**src/rtl/pfb_pkg.sv**
```systemverilog
package pfb_pkg;

  // Control-to-datapath strobes for one cycle
  typedef struct packed {
    logic       redirect;    // branch flush
    logic       storeFlush;  // snooped store hit the window
    logic       push;        // a fetched byte enters at the tail
    logic       pop;         // head instruction dispatched
    logic [1:0] popLen;      // its length in bytes
  } pfbStrobes_t;

  // Reduced length rule: opcode bits [1:0]
  function automatic logic [1:0] opLength(input logic [7:0] op);
    case (op[1:0])
      2'b01:   return 2'd2;
      2'b10:   return 2'd3;
      default: return 2'd1;
    endcase
  endfunction

endpackage

```
**src/rtl/pfb_datapath.sv**
```systemverilog
module pfb_datapath
  import pfb_pkg::*;
#(
  parameter int DEPTH    = 16,
  parameter int AW       = 16,
  parameter int RESET_PC = 0,
  localparam int PW      = $clog2(DEPTH),
  localparam int CW      = PW + 1
) (
  input  logic          clk,
  input  logic          rst_n,
  input  pfbStrobes_t   strb,
  input  logic [AW-1:0] redirectAddr,
  input  logic [AW-1:0] snoopAddr,
  input  logic [7:0]    fetchData,
  output logic [CW-1:0] count,
  output logic          windowHit,
  output logic [23:0]   headBytes,
  output logic [AW-1:0] baseAddr,
  output logic [AW-1:0] fetchAddr
);

  logic [7:0]    store [DEPTH];
  logic [PW-1:0] head;
  logic [PW-1:0] tail;
  logic [AW-1:0] snoopOfs;
  logic [AW-1:0] restartAddr;
  logic [1:0]    popAmt;

  assign tail   = head + count[PW-1:0];
  assign popAmt = strb.pop ? strb.popLen : 2'd0;

  // Three-byte view starting at the head
  for (genvar k = 0; k < 3; k++) begin : g_win
    logic [PW-1:0] idx;
    assign idx = head + PW'(k);
    assign headBytes[8*k +: 8] = store[idx];
  end

  // Store snoop: offset from the oldest byte, compared with the fill level
  assign snoopOfs    = snoopAddr - baseAddr;
  assign windowHit   = (snoopOfs < AW'(count));
  assign restartAddr = baseAddr + AW'(popAmt);

  always_ff @(posedge clk) begin
    if (strb.push) store[tail] <= fetchData;
  end

  always_ff @(posedge clk) begin
    if (!rst_n) begin
      head      <= '0;
      count     <= '0;
      baseAddr  <= AW'(RESET_PC);
      fetchAddr <= AW'(RESET_PC);
    end else if (strb.redirect) begin
      count     <= '0;
      baseAddr  <= redirectAddr;
      fetchAddr <= redirectAddr;
    end else if (strb.storeFlush) begin
      count     <= '0;
      baseAddr  <= restartAddr;
      fetchAddr <= restartAddr;
    end else begin
      head     <= head + PW'(popAmt);
      baseAddr <= restartAddr;
      count    <= count + CW'(strb.push) - CW'(popAmt);
      if (strb.push) fetchAddr <= fetchAddr + 1'b1;
    end
  end

endmodule

```
**src/rtl/pfb_control.sv**
```systemverilog
module pfb_control
  import pfb_pkg::*;
#(
  parameter int DEPTH = 16,
  localparam int PW   = $clog2(DEPTH),
  localparam int CW   = PW + 1
) (
  input  logic          stall,
  input  logic          consume,
  input  logic          redirect,
  input  logic          snoopWe,
  input  logic          fetchAck,
  input  logic          windowHit,
  input  logic [CW-1:0] count,
  input  logic [7:0]    opcode,
  output pfbStrobes_t   strb,
  output logic          instValid,
  output logic [1:0]    instLen,
  output logic          fetchReq
);

  logic storeFlush;

  assign instLen    = opLength(opcode);
  assign instValid  = (count >= CW'(instLen)) && !stall;
  assign storeFlush = !redirect && snoopWe && windowHit;
  assign fetchReq   = (count < CW'(DEPTH)) && !redirect && !storeFlush;

  always_comb begin
    strb.redirect   = redirect;
    strb.storeFlush = storeFlush;
    strb.push       = fetchReq && fetchAck;
    strb.pop        = instValid && consume;
    strb.popLen     = instLen;
  end

endmodule

```
**src/rtl/instr_prefetch_buf.sv**
```systemverilog
module instr_prefetch_buf
  import pfb_pkg::*;
#(
  parameter int DEPTH    = 16,
  parameter int AW       = 16,
  parameter int RESET_PC = 0
) (
  input  logic          clk,
  input  logic          rst_n,
  output logic          fetchReq,
  output logic [AW-1:0] fetchAddr,
  input  logic [7:0]    fetchData,
  input  logic          fetchAck,
  input  logic          stall,
  input  logic          consume,
  output logic          instValid,
  output logic [1:0]    instLen,
  output logic [23:0]   instBytes,
  output logic [AW-1:0] instPc,
  input  logic          redirect,
  input  logic [AW-1:0] redirectAddr,
  input  logic          snoopWe,
  input  logic [AW-1:0] snoopAddr
);

  localparam int CW = $clog2(DEPTH) + 1;

  pfbStrobes_t   strb;
  logic [CW-1:0] count;
  logic          windowHit;

  pfb_control #(.DEPTH(DEPTH)) u_ctrl (
    .stall     (stall),
    .consume   (consume),
    .redirect  (redirect),
    .snoopWe   (snoopWe),
    .fetchAck  (fetchAck),
    .windowHit (windowHit),
    .count     (count),
    .opcode    (instBytes[7:0]),
    .strb      (strb),
    .instValid (instValid),
    .instLen   (instLen),
    .fetchReq  (fetchReq)
  );

  pfb_datapath #(.DEPTH(DEPTH), .AW(AW), .RESET_PC(RESET_PC)) u_dp (
    .clk          (clk),
    .rst_n        (rst_n),
    .strb         (strb),
    .redirectAddr (redirectAddr),
    .snoopAddr    (snoopAddr),
    .fetchData    (fetchData),
    .count        (count),
    .windowHit    (windowHit),
    .headBytes    (instBytes),
    .baseAddr     (instPc),
    .fetchAddr    (fetchAddr)
  );

endmodule

```
**config.mk**
```make
export PLATFORM = sky130hd
export DESIGN_NAME = instr_prefetch_buf
export DESIGN_NICKNAME = d
export VERILOG_FILES = /design/src/rtl/pfb_pkg.sv /design/src/rtl/pfb_datapath.sv /design/src/rtl/pfb_control.sv /design/src/rtl/instr_prefetch_buf.sv
export SDC_FILE = /design/constraint.sdc
export NUM_CORES = 1
export LEC_CHECK = 0
export BUFFER_PORTS_ARGS = -buffer_cell sky130_fd_sc_hd__buf_4
export CAP_MARGIN = 20
export CORE_MARGIN = 2
export CORE_UTILIZATION = 38
export CTS_CLUSTER_DIAMETER = 30
export DETAILED_ROUTE_END_ITERATION = 10
export HOLD_SLACK_MARGIN = 0.1
export SETUP_SLACK_MARGIN = 0.15
export SKIP_LAST_GASP = 1
export SYNTH_ARGS = -nofsm -noshare
export SYNTH_HDL_FRONTEND = slang
export SYNTH_SLANG_ARGS = --single-unit
```
**constraint.sdc**
```tcl
create_clock -name clk -period 5.9 [get_ports clk]
set_input_delay 0 -clock clk [delete_from_list [all_inputs] [get_ports clk]]
set_output_delay 0 -clock clk [all_outputs]
set_load 0.02 [all_outputs]
```
==> impl_results.md, run 1 <==
- Slew headroom: 0.373
- Die W: around 170 um
- Maximum clock frequency: about 0.19 GHz
- Power Total: 3810 uW
- Adder-Cell Fraction of Synth Area: 0.0574
- R2R cell count: 21
- H-tree Lvls: 4
- HPWL Detailed: between 20 and 25 mm
- Worst-path clk slew: approximately 70 ps
- CP Data Arrival Time: around 5600 ps
- Yosys warnings: 0
- Critical path type: reg -> reg
- Critical-path cell list: mux4_2 > mux4_2 > inv_1 > ha_1 > inv_1 > ha_1 > a32o_1 > nand2_1 > a31oi_1 > nand2_1 > nor2_1 > ha_1 > a21o_1 > nand2_1 > nor3_1 > buf_4 > or3b_2 > xnor2_1 > o21ai_0 > a21oi_1 > a221o_1
- Top-count cell post-synth: edfxtp_1
- Largest cells by area after synthesis: edfxtp_1, mux4_2, dfxtp_1
- Yosys cell types: between 60 and 70
- Sequential element share of the synthesized area: 0.444
- Wire per inst: approximately 23 um
- Mean Syn Cell Area: 13.8 um^2
- Io pins: 107
- Final setup TNS: 0 ps
- Async S/R FF share, synth: 0
- Post-synth EDFFs: roughly 130
- Final Wtd Congestion: 0.837
- WL final: around 30 mm
- Worst Max-Slew Pin Slew: between 900 and 1000 ps
- Fin crit period: about 5300 ps
- CTS Buf Count: 17
- Clock Latency Late Sink: between 400 and 500 ps
- Syn Inst Count: 775
- Crit share post-route: 0.892
- Critical path required time: 6220 ps
- Finished Layout Cells: 1,313
- P per Cell Area: about 290 nW/um^2
- CTS sink cnt: 173
- Net count, final: 1,015
- Status: complete, no violations
- Number of global-route vias before repair: approximately 7,600
- Unrepaired setup endpoints after global routing: false
- Row count: 61
- Syn_nets: between 800 and 900
- Setup Skew: 11.7 ps
- Clk root buf: clkbuf_16
- Router iterations before antenna repair: 5
- Main combinational cell family by area after synthesis: multiplexers
- Largest stage delay on the critical path: about 650 ps
- Critical path's slowest cell: dfxtp_2
- Final setup fails: 0
- Via density: 5.85
- Reg2reg end: u_dp.fetchAddr[15]
- XOR/XNOR Fraction of Synth Area: 0.0377
- Hold WC Path Type: in -> reg
- Family with the most delay on the worst path: compound AO/OA/AOI/OAI gates
- Die extent in y: 172 um
- Global Route Usage Sum: 0.208
- Vias: 7,675
- Worst VDD drop: approximately 0.00013 V
- ANT nets after route: 0
- Worst Setup Start Kind: register
- Max Slew Vio Count: 0
- Final hold viol count: 0
- Top FF cell, synth: edfxtp_1
- Worst setup path endpoint: u_dp.fetchAddr[15]
- Grt ovf: 0
- Starting density of the core: 0.386
- Largest net degree at the start of global routing: 51
- Buf/Inv on CP: 3
- Post-CTS Repair Setup Buffers: 0
- Initial antenna violation count: 0
- Port buffer count: 106
- Max-cap violations: 0
- Seq cells post-synth: 173
- Synth Area in Compound Gates: 0.0767
- Static Leak: 0.00448 uW
- Setup slack after layout: between 600 and 700 ps
- Dpl ws: 639 ps
- DR DRC count: 0
- Mux cell area share after synthesis: 0.269
- First-pass GRT wire length: 45.1 mm
- Initial drt markers: 753
- CTS tree: built
- Placed insts: 1,243
- Setup crit end kind: register
- Final antenna diode count: 0
- Synth top area share: 0.360
- Synth Area in Simple Gates: 0.0799
- Synth top cells by count: edfxtp_1, mux4_2, nor2_1
- Die area: 29,500 um^2
- Layout cells sized above 1: 0.325
- Core ar.: about 28,000 um^2
- Synth area leader: edfxtp_1
- Max Buffers Root-to-Sink: 2
- Synthesized area: ~11,000 um^2
- Post-CTS Resized: 0
- WP depth: 21
- R2r setup slk: approximately 640 ps
- Synthesis-to-layout area growth: 20.9%
- CP max FO: 14
==> power by group <==
| part | switching, uW | internal, uW | total, uW |
|---|---|---|---|
| clock network | 532 | 562 | 1090 |
| logic | 635 | 617 | 1250 |
| registers | 93.5 | 1370 | 1460 |
| total | 1260 | 2550 | 3810 |
==> registers in the layout, summed over array words and instances, names as in the netlist, named ones only <==
register and flops:
u_dp.count 5, u_dp.head 4, u_dp.baseAddr 16, u_dp.fetchAddr 16, u_dp.store 128
==> cell type report <==
type                       count  area [um^2]
clock buffer                  17          425
clock inverter                15          145
fill                        2457        14800
inverter                      43          161
multi-input combinational    513         5560
sequential                   173         4750
tap                          378          473
timing repair buffer         174         1400
==> placed cells by master, fill, tap and decap left out, types with 5 or more instances in the layout <==
cell,instances
a21o_1,6
xnor2_1,35
dlygate4sd3_1,37
dfxtp_1,42
edfxtp_1,128
mux4_2,120
nor2_1,54
a21boi_0,7
nand2_1,35
nand3_1,16
a21oi_1,25
nand4_1,9
buf_4,137
fa_1,5
clkbuf_16,17
nand2b_1,9
o21a_1,15
nor4_1,6
mux2i_1,16
inv_1,42
nor2b_1,7
xor2_1,11
o21ai_0,13
inv_8,5
ha_1,41
or3_1,6
o221a_1,10
nor3_1,10
==> worst register-to-register path, delay by kind of cell (launching register included) <==
family                     cells  cell delay, ps
AOI/OAI and AO/OA              6            1250
and+or+nand+nor                6            1110
muxes                          2            1060
adders and majority gates      3             660
DFF                            1             650
buffers and inverters          3             300
xor gates and xnor gates       1             130
==> metrics by stage <==
step | cell area [um^2] | util | hold slack [ps]
2_1_floorplan | 10700 | - | 91.1
3_3_place_gp | 12000 | 0.432 | 267
3_5_place_dp | 12000 | 0.432 | 260
4_1_cts | 12900 | 0.466 | 117
5_1_grt | 12900 | 0.466 | 164
6_report | 12900 | 0.466 | 159
==> metal layers <==
metal / vias to the layer above / global-route usage / wire, um
li1: 3377 / - / -
met1: 3913 / 0.287 / 12500
met2: 352 / 0.336 / 14600
met3: 33 / 0.0451 / 2250
met4: 0 / 0.0508 / 551
met5: - / 0 / 0
==> kinds of logic after synthesis <==
kind of cell             Yosys count
AO/OA/AOI/OAI                    113
XOR/XNOR                          46
adder cells (fa/ha/maj)           46
buffers and inverters             89
flip-flops                       173
multiplexers                     137
AND/OR/NAND/NOR                  171
==> worst min-delay path by stage <==
stage,from,to,slack [ps],cells after the start
floorplan,stall,instValid,90,1
global placement,redirectAddr[0],u_dp.baseAddr[0],270,3
detailed placement,redirectAddr[0],u_dp.fetchAddr[0],260,3
CTS,redirect,u_dp.baseAddr[0],120,3
global route,redirect,u_dp.fetchAddr[6],160,2
finish,redirect,u_dp.baseAddr[0],160,3
==> timing repair <==
item                       in CTS  in global routing
hold buffers                   37                  0
setup endpoints to repair       0                  0
hold endpoints to repair      163                  0
Note: power is estimated with default switching activity, not from simulation.
==> inputs of run 2 (changes only) <==
Settings changed: CORE_UTILIZATION 38 to 60, CTS_CLUSTER_DIAMETER 30 to not set, PLACE_DENSITY set to 0.81.
==> run 2 against run 1 <==
Compared with the run above:
- critical path depth down 1
- worst setup slack worse by 29 ps
- via count up 4.6%
- first-iteration DRC count up 8.1%
- clock skew down 4.0 ps
- critical path type unchanged
- highest routed layer unchanged
==> impl_results.md, run 2 (synthesis results as in run 1) <==
- Post-DP Area: around 12,000 um^2
- Largest register FFs: roughly 130
- Hold WC Path Type: in -> reg
- WL final: between 20 and 30 mm
- Starting density of the core: 0.616
- Final antenna diode count: 0
- Die extent in y: about 140 um
- Setup Skew: approximately 7.7 ps
- Final setup TNS: 0 ps
- Worst VDD drop: 0.000260 V
- Fin crit period: 5290 ps
- Row count: 48
- Max Buffers Root-to-Sink: 2
- Status: complete, no violations
- Final hold viol count: 0
- CTS sink cnt: between 150 and 200
- Most frequent cells in the layout: buf_4, edfxtp_1, mux4_2, nor2_1, dfxtp_1
- CP max FO: 10
- Router iterations before antenna repair: 7
- Largest net degree at the start of global routing: 58
- First-pass GRT wire length: about 46 mm
- Vias: around 8,000
- P per Cell Area: between 200 and 300 nW/um^2
- Global Route Usage Sum: 0.331
- Worst setup path endpoint: u_dp.fetchAddr[15]
- Crit share post-route: 0.897
- Slew headroom: 0.331
- Number of global-route vias before repair: 8,261
- Worst Max-Slew Pin Slew: between 1000 and 1500 ps
- Worst-path clk slew: 70 ps
- Worst hold stages: 3
- CP Data Arrival Time: approximately 5600 ps
- Grt ovf: 0
- Setup crit end kind: register
- Static Leak: 0.00445 uW
- Most common cell after layout, fill and taps aside: buf_4
- Initial antenna violation count: 0
- Initial drt markers: a little over 800
- DR DRC count: 0
- Reg2reg end: u_dp.fetchAddr[15]
- Layout cells sized above 1: 0.318
- Port buffer count: 106
- Maximum clock frequency: roughly 0.19 GHz
- Worst Setup Start Kind: register
- R2r setup slk: approximately 610 ps
- Critical path type: reg -> reg
- Max-cap violations: 0
- Clock Latency Late Sink: 440 ps
- HPWL Detailed: between 20 and 25 mm
- Synthesis-to-layout area growth: 18.9%
- Final setup fails: 0
- Die W: around 140 um
- Wire per inst: ~26 um
- Critical path required time: 6230 ps
- Net count, final: slightly above 1,000
- Final Wtd Congestion: 0.918
- H-tree Lvls: 4
- Largest Register: u_dp.store
- Die area: about 19,000 um^2
- Biggest regs: u_dp.store (128), u_dp.baseAddr (16), u_dp.fetchAddr (16)
- Io pins: around 110
- CTS tree: built
- Via density: approximately 6.9
- CTS Buf Count: 17
- R2R cell count: 20
- Post-CTS Repair Setup Buffers: 0
- Unrepaired setup endpoints after global routing: false
- Max Slew Vio Count: 0
- Core ar.: around 17,000 um^2
- Final design instance area without fill: approximately 13,000 um^2
- ANT nets after route: 0
- Clk root buf: clkbuf_16
[run 2: critical path, cell delays in order, from the launching register on]
cell and delay (ps):
dfxtp_2 530, mux4_2 560, mux4_2 510, inv_1 80, ha_1 200, inv_1 90, ha_1 270, a32o_1 150
nand2_1 50, a31oi_1 290, nand3_1 210, inv_1 170, ha_1 170, a21o_1 80, nand2_1 110, nor3_1 360
or3b_2 500, xnor2_1 130, o21ai_0 290, a21oi_1 140, a221o_1 310
[run 2: routing by layer]
metal / up-vias / share of wire / GRT usage
met4: 0 / 0.062 / 0.198
met2: 543 / 0.51 / 0.571
met3: 123 / 0.088 / 0.0695
met5: - / 0 / 0
met1: 3987 / 0.34 / 0.381
li1: 3378 / - / -
[run 2: repair_timing]
| action | in CTS | in global routing |
|---|---|---|
| endpoints found under the hold margin | 163 | 0 |
| resized for setup | 0 | 0 |
| hold buffers | 39 | 0 |
[run 2: worst min path at each step]
| stage | slack [ps] | endpoint | startpoint |
|---|---|---|---|
| 2_1_floorplan | 90 | instValid | stall |
| 3_3_place_gp | 250 | u_dp.fetchAddr[0] | redirectAddr[0] |
| 3_5_place_dp | 250 | u_dp.fetchAddr[0] | redirectAddr[0] |
| 4_1_cts | 110 | u_dp.baseAddr[0] | redirect |
| 5_1_grt | 160 | u_dp.fetchAddr[9] | redirect |
| 6_report | 130 | u_dp.baseAddr[0] | redirect |
[run 2: power by group]
group	switching [uW]	internal [uW]	leakage, uW
combinational	656	625	0.00268
sequential	77.0	1370	0.00153
clock	486	535	0.000241
total	1220	2530	0.00445
[run 2: layout make-up]
class,count,area [um^2]
Inverter,43,161
Sequential cell,173,4750
Multi-Input combinational cell,513,5560
Clock inverter,14,95.1
Fill cell,1099,4650
Timing Repair Buffer,174,1420
Clock buffer,18,429
Tap cell,225,282
[run 2: stage by stage]
stage                     hold WS (ps)  power (uW)  utilization  worst slack, ps  std cells
after floorplan                   91.1        2320            -              173        775
after global placement             246        2660        0.678              883       1088
after detailed placement           251        2710        0.678              640       1088
after CTS                          113        3740        0.730              643       1159
after global routing               160        3890        0.732              288       1160
final                              134        3750        0.732              611       1160
